**config.mk**
```make
export PLATFORM = sky130hd
export DESIGN_NAME = xq_slice
export DESIGN_NICKNAME = d
export VERILOG_FILES = /design/src/rtl/xq_pkg.sv /design/src/rtl/xq_role_latch.sv /design/src/rtl/xq_token.sv /design/src/rtl/xq_store.sv /design/src/rtl/xq_slice.sv
export SDC_FILE = /design/constraint.sdc
export NUM_CORES = 1
export LEC_CHECK = 0
export BUFFER_PORTS_ARGS = -buffer_cell sky130_fd_sc_hd__buf_2
export CORE_ASPECT_RATIO = 0.7
export CORE_MARGIN = 2
export CORE_UTILIZATION = 66
export CTS_CLUSTER_SIZE = 10
export DETAILED_ROUTE_END_ITERATION = 12
export PLACE_DENSITY = 0.82
export SYNTH_ARGS = -nofsm -noshare
export SYNTH_HDL_FRONTEND = slang
export SYNTH_SLANG_ARGS = --single-unit
export TNS_END_PERCENT = 50
```
**constraint.sdc**
```tcl
create_clock -name clk -period 5.37 [get_ports clk]
set_input_delay 0.8055 -clock clk [delete_from_list [all_inputs] [get_ports clk]]
set_output_delay 0.8055 -clock clk [all_outputs]
set_load 0.005 [all_outputs]
```
**src/rtl/xq_pkg.sv**
```systemverilog
package xq_pkg;
   typedef enum logic [1:0] {
      XQ_ALONE = 2'd0,
      XQ_HEAD  = 2'd1,
      XQ_TAIL  = 2'd2
   } xq_role_e;

   function automatic xq_role_e xq_decode(input logic xi_wr_n, input logic xi_rd_n,
                                          input logic fl_n);
      if (!(xi_wr_n && xi_rd_n)) return XQ_ALONE;
      return fl_n ? XQ_TAIL : XQ_HEAD;
   endfunction
endpackage

```
**src/rtl/xq_role_latch.sv**
```systemverilog
module xq_role_latch
   import xq_pkg::*;
(
   input  logic     clk,
   input  logic     rst_n,
   input  logic     xi_wr_n,
   input  logic     xi_rd_n,
   input  logic     fl_rt_n,
   output xq_role_e role_nxt,
   output xq_role_e role
);
   assign role_nxt = xq_decode(xi_wr_n, xi_rd_n, fl_rt_n);

   always_ff @(posedge clk) begin
      if (!rst_n) role <= role_nxt;
   end
endmodule

```
**src/rtl/xq_token.sv**
```systemverilog
module xq_token (
   input  logic clk,
   input  logic rst_n,
   input  logic init,
   input  logic cascade,
   input  logic take_n,
   input  logic give,
   output logic own,
   output logic pass_n
);
   logic tok;

   always_ff @(posedge clk) begin
      if (!rst_n) begin
         tok    <= init;
         pass_n <= 1'b1;
      end else begin
         pass_n <= !(cascade && give);
         if (cascade) begin
            if (give)         tok <= 1'b0;
            else if (!take_n) tok <= 1'b1;
         end
      end
   end

   // A pass pulse grants ownership in the same cycle, so the ring never has a gap.
   assign own = cascade ? (tok | !take_n) : 1'b1;
endmodule

```
**src/rtl/xq_store.sv**
```systemverilog
module xq_store #(
   parameter int WIDTH = 9,
   parameter int DEPTH = 16,
   localparam int AW = (DEPTH > 1) ? $clog2(DEPTH) : 1,
   localparam int CW = $clog2(DEPTH + 1)
) (
   input  logic             clk,
   input  logic             rst_n,
   input  logic             push,
   input  logic             pop,
   input  logic             rewind,
   input  logic [WIDTH-1:0] wdata,
   output logic [WIDTH-1:0] rdata,
   output logic             wlast,
   output logic             rlast,
   output logic [CW-1:0]    count
);
   logic [WIDTH-1:0] mem [DEPTH];
   logic [AW-1:0]    wptr, rptr;

   function automatic logic [AW-1:0] bump(input logic [AW-1:0] p);
      return (p == AW'(DEPTH - 1)) ? '0 : p + AW'(1);
   endfunction

   always_ff @(posedge clk) begin
      if (push) mem[wptr] <= wdata;
   end

   always_ff @(posedge clk) begin
      if (!rst_n) begin
         wptr  <= '0;
         rptr  <= '0;
         count <= '0;
      end else if (rewind) begin
         rptr  <= '0;
         count <= CW'(wptr);
      end else begin
         if (push) wptr <= bump(wptr);
         if (pop)  rptr <= bump(rptr);
         count <= count + CW'(push) - CW'(pop);
      end
   end

   assign rdata = mem[rptr];
   assign wlast = (wptr == AW'(DEPTH - 1));
   assign rlast = (rptr == AW'(DEPTH - 1));
endmodule

```
**src/rtl/xq_slice.sv**
```systemverilog
module xq_slice
   import xq_pkg::*;
#(
   parameter int WIDTH = 9,
   parameter int DEPTH = 16,
   localparam int CW = $clog2(DEPTH + 1)
) (
   input  logic             clk,
   input  logic             rst_n,
   input  logic             wr,
   input  logic [WIDTH-1:0] wdata,
   input  logic             rd,
   output logic [WIDTH-1:0] q,
   input  logic             fl_rt_n,
   input  logic             xi_wr_n,
   input  logic             xi_rd_n,
   output logic             xo_wr_n,
   output logic             xo_rd_n,
   output logic             full_n,
   output logic             empty_n,
   output logic             half_n
);
   if (DEPTH < 2) begin : g_bad_depth
      $error("xq_slice: DEPTH must be at least 2");
   end
   if (WIDTH < 1) begin : g_bad_width
      $error("xq_slice: WIDTH must be at least 1");
   end

   xq_role_e role, role_nxt;
   logic cascade, tok_init, rt, push, pop, full_i, empty_i, wlast, rlast;
   logic [1:0] take_n, give, own, pass_n;
   logic [WIDTH-1:0] rdata;
   logic [CW-1:0] count;

   xq_role_latch u_role (
      .clk(clk), .rst_n(rst_n), .xi_wr_n(xi_wr_n), .xi_rd_n(xi_rd_n),
      .fl_rt_n(fl_rt_n), .role_nxt(role_nxt), .role(role)
   );

   assign cascade  = (role != XQ_ALONE);
   assign tok_init = (role_nxt != XQ_TAIL);
   assign rt       = !cascade && !fl_rt_n;

   assign full_i  = (count == CW'(DEPTH));
   assign empty_i = (count == '0);
   assign push    = wr && own[0] && !full_i && !rt;
   assign pop     = rd && own[1] && !empty_i && !rt;

   assign take_n = {xi_rd_n, xi_wr_n};
   assign give   = {pop && rlast, push && wlast};

   for (genvar d = 0; d < 2; d++) begin : g_tok
      xq_token u_tok (
         .clk(clk), .rst_n(rst_n), .init(tok_init), .cascade(cascade),
         .take_n(take_n[d]), .give(give[d]), .own(own[d]), .pass_n(pass_n[d])
      );
   end

   xq_store #(.WIDTH(WIDTH), .DEPTH(DEPTH)) u_store (
      .clk(clk), .rst_n(rst_n), .push(push), .pop(pop), .rewind(rt),
      .wdata(wdata), .rdata(rdata), .wlast(wlast), .rlast(rlast), .count(count)
   );

   assign xo_wr_n = pass_n[0];
   assign xo_rd_n = pass_n[1];
   assign full_n  = !(own[0] && full_i);
   assign empty_n = !(own[1] && empty_i);
   assign half_n  = cascade ? 1'b1 : !(count > CW'(DEPTH / 2));
   assign q       = (own[1] && !empty_i) ? rdata : '0;
endmodule

```
* Word-level counts from Yosys, hierarchy flattened
Memory sizes are Yosys's and may differ from the RTL's. A register that Yosys moved wholly into a read port is not among the register bits. Cells that the tools add are included.
Storage, ports and cells: register bits after elaboration 19, bits in latches 0, memory bits (writable) 144, bits in read-only memories 0, bits of input ports 16, output and inout port bits 14, word-level logic and storage cells 80, memories kept 1
Memories:
- u_store.mem | depth 16, bits a word 9, rd ports 1, clocked after Yosys merged registers in 1, write ports 1, line xq_store.sv:18 | logic [WIDTH-1:0] mem [DEPTH];
Operators by class: add/subtract/negate cells 4, $mul 0, div/mod/pow operators 0, order comparisons 1, equal/unequal tests 7, shift-type cells 0, mux-type cells 21, bitwise logic cells 4, reduce and logical (&&, ||, !) cells 33
Operators with widths (number):
- 2-to-1 mux 4 bit | 5
- logical AND 1 bit | 15
- 2-to-1 mux 1 bit | 13
- zero test 1 bit | 12
- 2-to-1 mux 9 bit | 1
- adder 4 x 1 -> 4 bit, second input constant | 2
- == test 4 bit, second input constant | 2
- != test 3 x 2 -> 1 bit, second input constant | 2
- AND reduction 2 bit | 3
- adder 5 x 1 -> 5 bit | 1
- == test 5 bit, second input constant | 1
- greater-than comparator 5 x 4 -> 1 bit, second input constant | 1
- zero test 5 bit | 1
- subtractor 5 x 1 -> 5 bit | 1
- 2-to-1 mux 2 bit | 2
- != test 2 x 1 -> 1 bit, second input constant | 1
- != test 2 bit, second input constant | 1
- inverter 1 bit | 2
- bitwise OR 1 bit | 2
- nonzero test 2 bit | 1
- OR reduction 2 bit | 1

* Logic depth before layout (Yosys ltp)
depth in word-level cells 10, depth in mapped cells 12

* Cells and area by module
Synthesis repeated with hierarchy kept, for this count alone.
Unflattened totals: cells, all modules 397, area, all modules 6902.9 sq um
By module, submodules not included:
- xq_store | times used 1, cells an instance 336, area each 6427.4 sq um, seq. area each 4664.5 sq um
- xq_slice | times used 1, cells an instance 38, area each 212.7 sq um, seq. area each 0.0 sq um
- xq_token | times used 2, cells an instance 9, area each 91.3 sq um, seq. area each 50.0 sq um
- xq_role_latch | times used 1, cells an instance 5, area each 80.1 sq um, seq. area each 60.1 sq um

* Worst setup path after synthesis
OpenSTA, ideal clock, no wires.
path type input to register, start in fl_rt_n, end reg u_store.count[4], setup time 117 ps, data arrival time 2600 ps, required time 5253 ps, path slack 2653 ps, stages 10, buffers on the path 1, path through or3_1 o311ai_2 nor2_1 buf_2 ha_1 fa_1 a21oi_1 o21bai_1 xor2_1 nor2_1
On the way: cells in the longest elaborated chain, start to end 6, elaborated cells on any way between the ends 8
RTL lines:
- start: declaration | line xq_slice.sv:14 | input logic fl_rt_n,
- zero test 1 bit * | line xq_slice.sv:43 | assign rt = !cascade && !fl_rt_n;
- logical AND 1 bit * | line xq_slice.sv:43
- zero test 1 bit | line xq_slice.sv:47, xq_slice.sv:48
- logical AND 1 bit | line xq_slice.sv:47 | assign push = wr && own[0] && !full_i && !rt;
- adder 5 x 1 -> 5 bit | line xq_store.sv:40 | count <= count + CW'(push) - CW'(pop);
- subtractor 5 x 1 -> 5 bit | line xq_store.sv:40
- end signal: assignment | line xq_store.sv:36 | count <= CW'(wptr);
- end signal: assignment | line xq_store.sv:40
- end: declaration | line xq_store.sv:16 | output logic [CW-1:0] count
Every way passes the cells marked *; elsewhere a longest branch is shown, timed or not. A chain may end at the register's enable or synchronous reset.

==> results.txt <==
----------------------------------------------------
[Outcome]
  Status ... complete, no violations

[Power]
  Largest voltage drop on the vdd net ... 319 µV
  Leakage power total ... 0.00262 µW
  Power per cell area ... 434 nW/µm²

[Min path]
  Worst hold path depth ... 2
  Hold-critical path endpoint ... u_store.wptr[1]
  Hold Path Class ... reg2reg
  Hold path startpoint ... u_store.wptr[1]

[STA]
  Unrepaired setup endpoints after global routing ... no
  Clock tree skew after final layout ... 0.00755 ns
  Top achievable clock speed ... 0.271 GHz
  Final cycle utilization of the critical path ... 68.8%
  Final worst setup slack ... 1.68 ns
  Measured slew at the worst slew-check pin ... 1.13 ns
  Minimum hold slack ... 0.551 ns
  Period minus WS final ... 3.69 ns
  Slew Limit Headroom ... 24.3%
  Final number of hold-violating endpoints ... 0
  Setup violators final ... 0
  Final Max Tran Viols ... 0
  Setup_tns ... 0 ns

[CTS]
  Post-CTS setup-driven buffer insertion count ... 0
  Clock insertion delay at the later pin of the skew report ... 0.42 ns
  Post-CTS sizing ... 0
  Maximum root-to-sink buffer count ... 2
  TritonCTS clock tree ... built
  Clock-pin slew reported for the worst setup and hold paths after clock tree synthesis ... 0.06 ns
  Number of buffers added to fix hold violations after cts ... 0
  # clock sinks ... 167
  Root buffer cell ... clkbuf_16
  CTS HTree Levels ... 4
  Total clock buffers created by CTS ... 17

[GRT]
  Total GRT Usage ... 28.1%
  Largest net degree at the start of global routing ... 37
  Wire length of the first global-routing pass ... 21900 µm
  Via count of the first global-routing pass ... 3679
  GRT Residual Overflow ... 0
  Antenna violations before repair ... 1

[Routing]
  Antenna violation net count after detailed routing ... 0
  Vias after detailed routing ... 3769
  DR DRC count ... 0
  Post-detailed-route via-to-cell ratio ... 6.68
  Initial DRC Count ... 275
  Post-detailed-routing wire length ... 14900 µm
  Routed len/inst ... 26.5 µm
  Total iterations of the first detailed-routing run ... 5

[Logic synthesis]
  Sequential share of the synthesized area ... 70.2%
  Register bit count reported by yosys ... 167
  Syn Std Cell Area ... 6870 µm²
  Syn_nets ... 413
  Synth cell types ... 46
  Top cell type's share of synthesized area ... 64.7%
  Area contributors post-synth ... edfxtp_1, mux4_2, dfxtp_1, ha_1, mux2i_1
  Synthesis Warnings ... 0
  Synthesized instance count ... 383
  Mean Syn Cell Area ... 17.9 µm²
  Cell type with the highest aggregate area in the netlist ... edfxtp_1

[Worst setup path]
  Count of cells along the worst register-to-register path ... 9
  CP Capture Type ... primary output
  Delay of the slowest critical-path stage ... 0.91 ns
  Reg-to-reg startpoint ... u_role.role[1]
  Slowest stage cell, crit path ... dfxtp_2
  Type of origin of the critical path ... flop
  Chain of cells forming the critical path ... buf_4, mux4_2, mux2_2, nand2_1, o21ai_0, buf_2
  Maximum net fanout on the critical path ... 23
  Reg-to-Reg End ... u_store.count[4]
  Worst Path Arrival ... 2.89 ns
  Data required, critical path ... 4.56 ns
  Setup CP Type ... reg2out
  Register-to-register setup slack ... 2.51 ns

[Cells and area]
  Sequential cell area in the final layout ... 4830 µm²
  Most frequent standard cell in the layout excluding fill and tap cells ... edfxtp_1
  Net count of the finished layout ... 449
  Signed area change from the synthesized netlist to the final layout ... 13.5%
  Highest-count cells in the layout ignoring fill and taps ... edfxtp_1, mux4_2, buf_2
  Multi-input combinational cell area ... 1910 µm²
  Final cell area excluding filler cells ... 7790 µm²
  Number of fillers in the final layout ... 572
  Ratio of cells with drive above 1 in the final layout ... 26.9%
  Fraction of the core area covered by cells at the end of the flow ... 76.1%

[Floorplan]
  Total Die Area ... 11300 µm²
  Initial standard-cell utilization of the core ... 67.1%
  Floorplan Core Area ... 10200 µm²
  # IOs ... 30
  Std-Cell Rows ... 31
  Height of the chip ... 89.3 µm
  Die Wd ... 126 µm

[Placed design]
  Post-detail-place hpwl ... 8640 µm
  Post-Place Cell Area ... 7140 µm²
  Final RePlAce weighted congestion ... 0.852
  Count of buffers from port buffering ... 29
  Place WS ... 2.06 ns

[Flow run]
  Max capacitance violation total ... 0

----------------------------------------------------
[worst max path at each step]
| stage | start | end | slack, ns | depth (start not counted) |
|---|---|---|---|---|
| after floorplan | fl_rt_n | u_store.count[4] | 2.65 | 10 |
| after global placement | flop | q[7] | 2.13 | 6 |
| after detailed placement | fl_rt_n | u_store.count[4] | 2.06 | 10 |
| after CTS | flop | q[2] | 1.60 | 6 |
| after global routing | flop | q[2] | 1.47 | 6 |
| final | flop | q[2] | 1.68 | 6 |
[sequential cells by signal (all words and copies together), names as in the netlist, named ones only]
register,flops
u_store.mem,144
u_store.count,5
u_store.rptr,4
u_store.wptr,4
g_tok.u_tok.pass_n,2
g_tok.u_tok.tok,2
u_role.role,2
[synth_stat cells (all sizes together)]
cell type and count:
edfxtp 148, mux4 36, nand2 20, dfxtp 19, and3 14, nor2 14, ha 13, inv 12
mux2i 12, o21ai 12, a21oi 10, buf 10, mux2 9, nand3 9, clkbuf 7, a211oi 3
nor3 3, a21o 2, a311oi 2, and2 2, nor2b 2, o31a 2, o31ai 2, xnor2 2
a2bb2oi 1, a311o 1, a31oi 1, a41oi 1, and4 1, clkinv 1, fa 1, nand2b 1
nand3b 1, nand4 1, nor4 1, nor4b 1, o21bai 1, o311a 1, o311ai 1, or2 1
or3 1, xor2 1
[report_power, final]
part,internal [µW],total (µW),switching [µW]
logic,242,518,276
registers,1460,1520,57.7
clock network,866,1350,483
[area by class of cell]
cell class | instances | area share [%]
clock inverters | 14 | 2.97
clock buffers | 17 | 5.46
flip-flops and latches | 167 | 61.9
diodes | 1 | 0.0321
inverters | 13 | 0.626
well taps | 132 | 2.12
repair buffers | 34 | 2.34
multi-input cells | 186 | 24.5
[through the flow]
| step | instances | power, µW |
|---|---|---|
| 6_report | 564 | 3390 |
| 3_3_place_gp | 532 | 2030 |
| 5_1_grt | 564 | 3490 |
| 4_1_cts | 563 | 3400 |
| 3_5_place_dp | 532 | 2060 |
| 2_1_floorplan | 383 | 1890 |
[critical path, delay by kind of cell, from the launching register on]
kind,cells,cell delay [ns]
DFF,1,0.91
muxes,2,0.83
buffers and inverters,2,0.58
AOI/OAI and AO/OA,1,0.08
and+or+nand+nor,1,0.06
[routing by layer]
metal  up-vias  part of all wire, %  GRT usage (%)  wire, µm
met1      1908                   40           37.7      5920
met3        46                  8.8           7.12      1320
met4         0                  3.5           14.2       519
met2       214                   48           44.1      7170
li1       1601                    -              -         -
met5         -                    0              0         0
[cell families (layout without fill, tap and decap cells)]
group / Yosys count / count (layout) / share of synthesized area (%)
compound gates: 40 / 40 / 4.21
buf+inv: 30 / 78 / 2.19
simple gates: 72 / 72 / 5.28
fa+ha+maj: 14 / 14 / 2.66
mux: 57 / 57 / 15.0
other cells: 0 / 1 / 0
xor+xnor: 3 / 3 / 0.383
flops: 167 / 167 / 70.2
(Power assumes the default switching activity.)
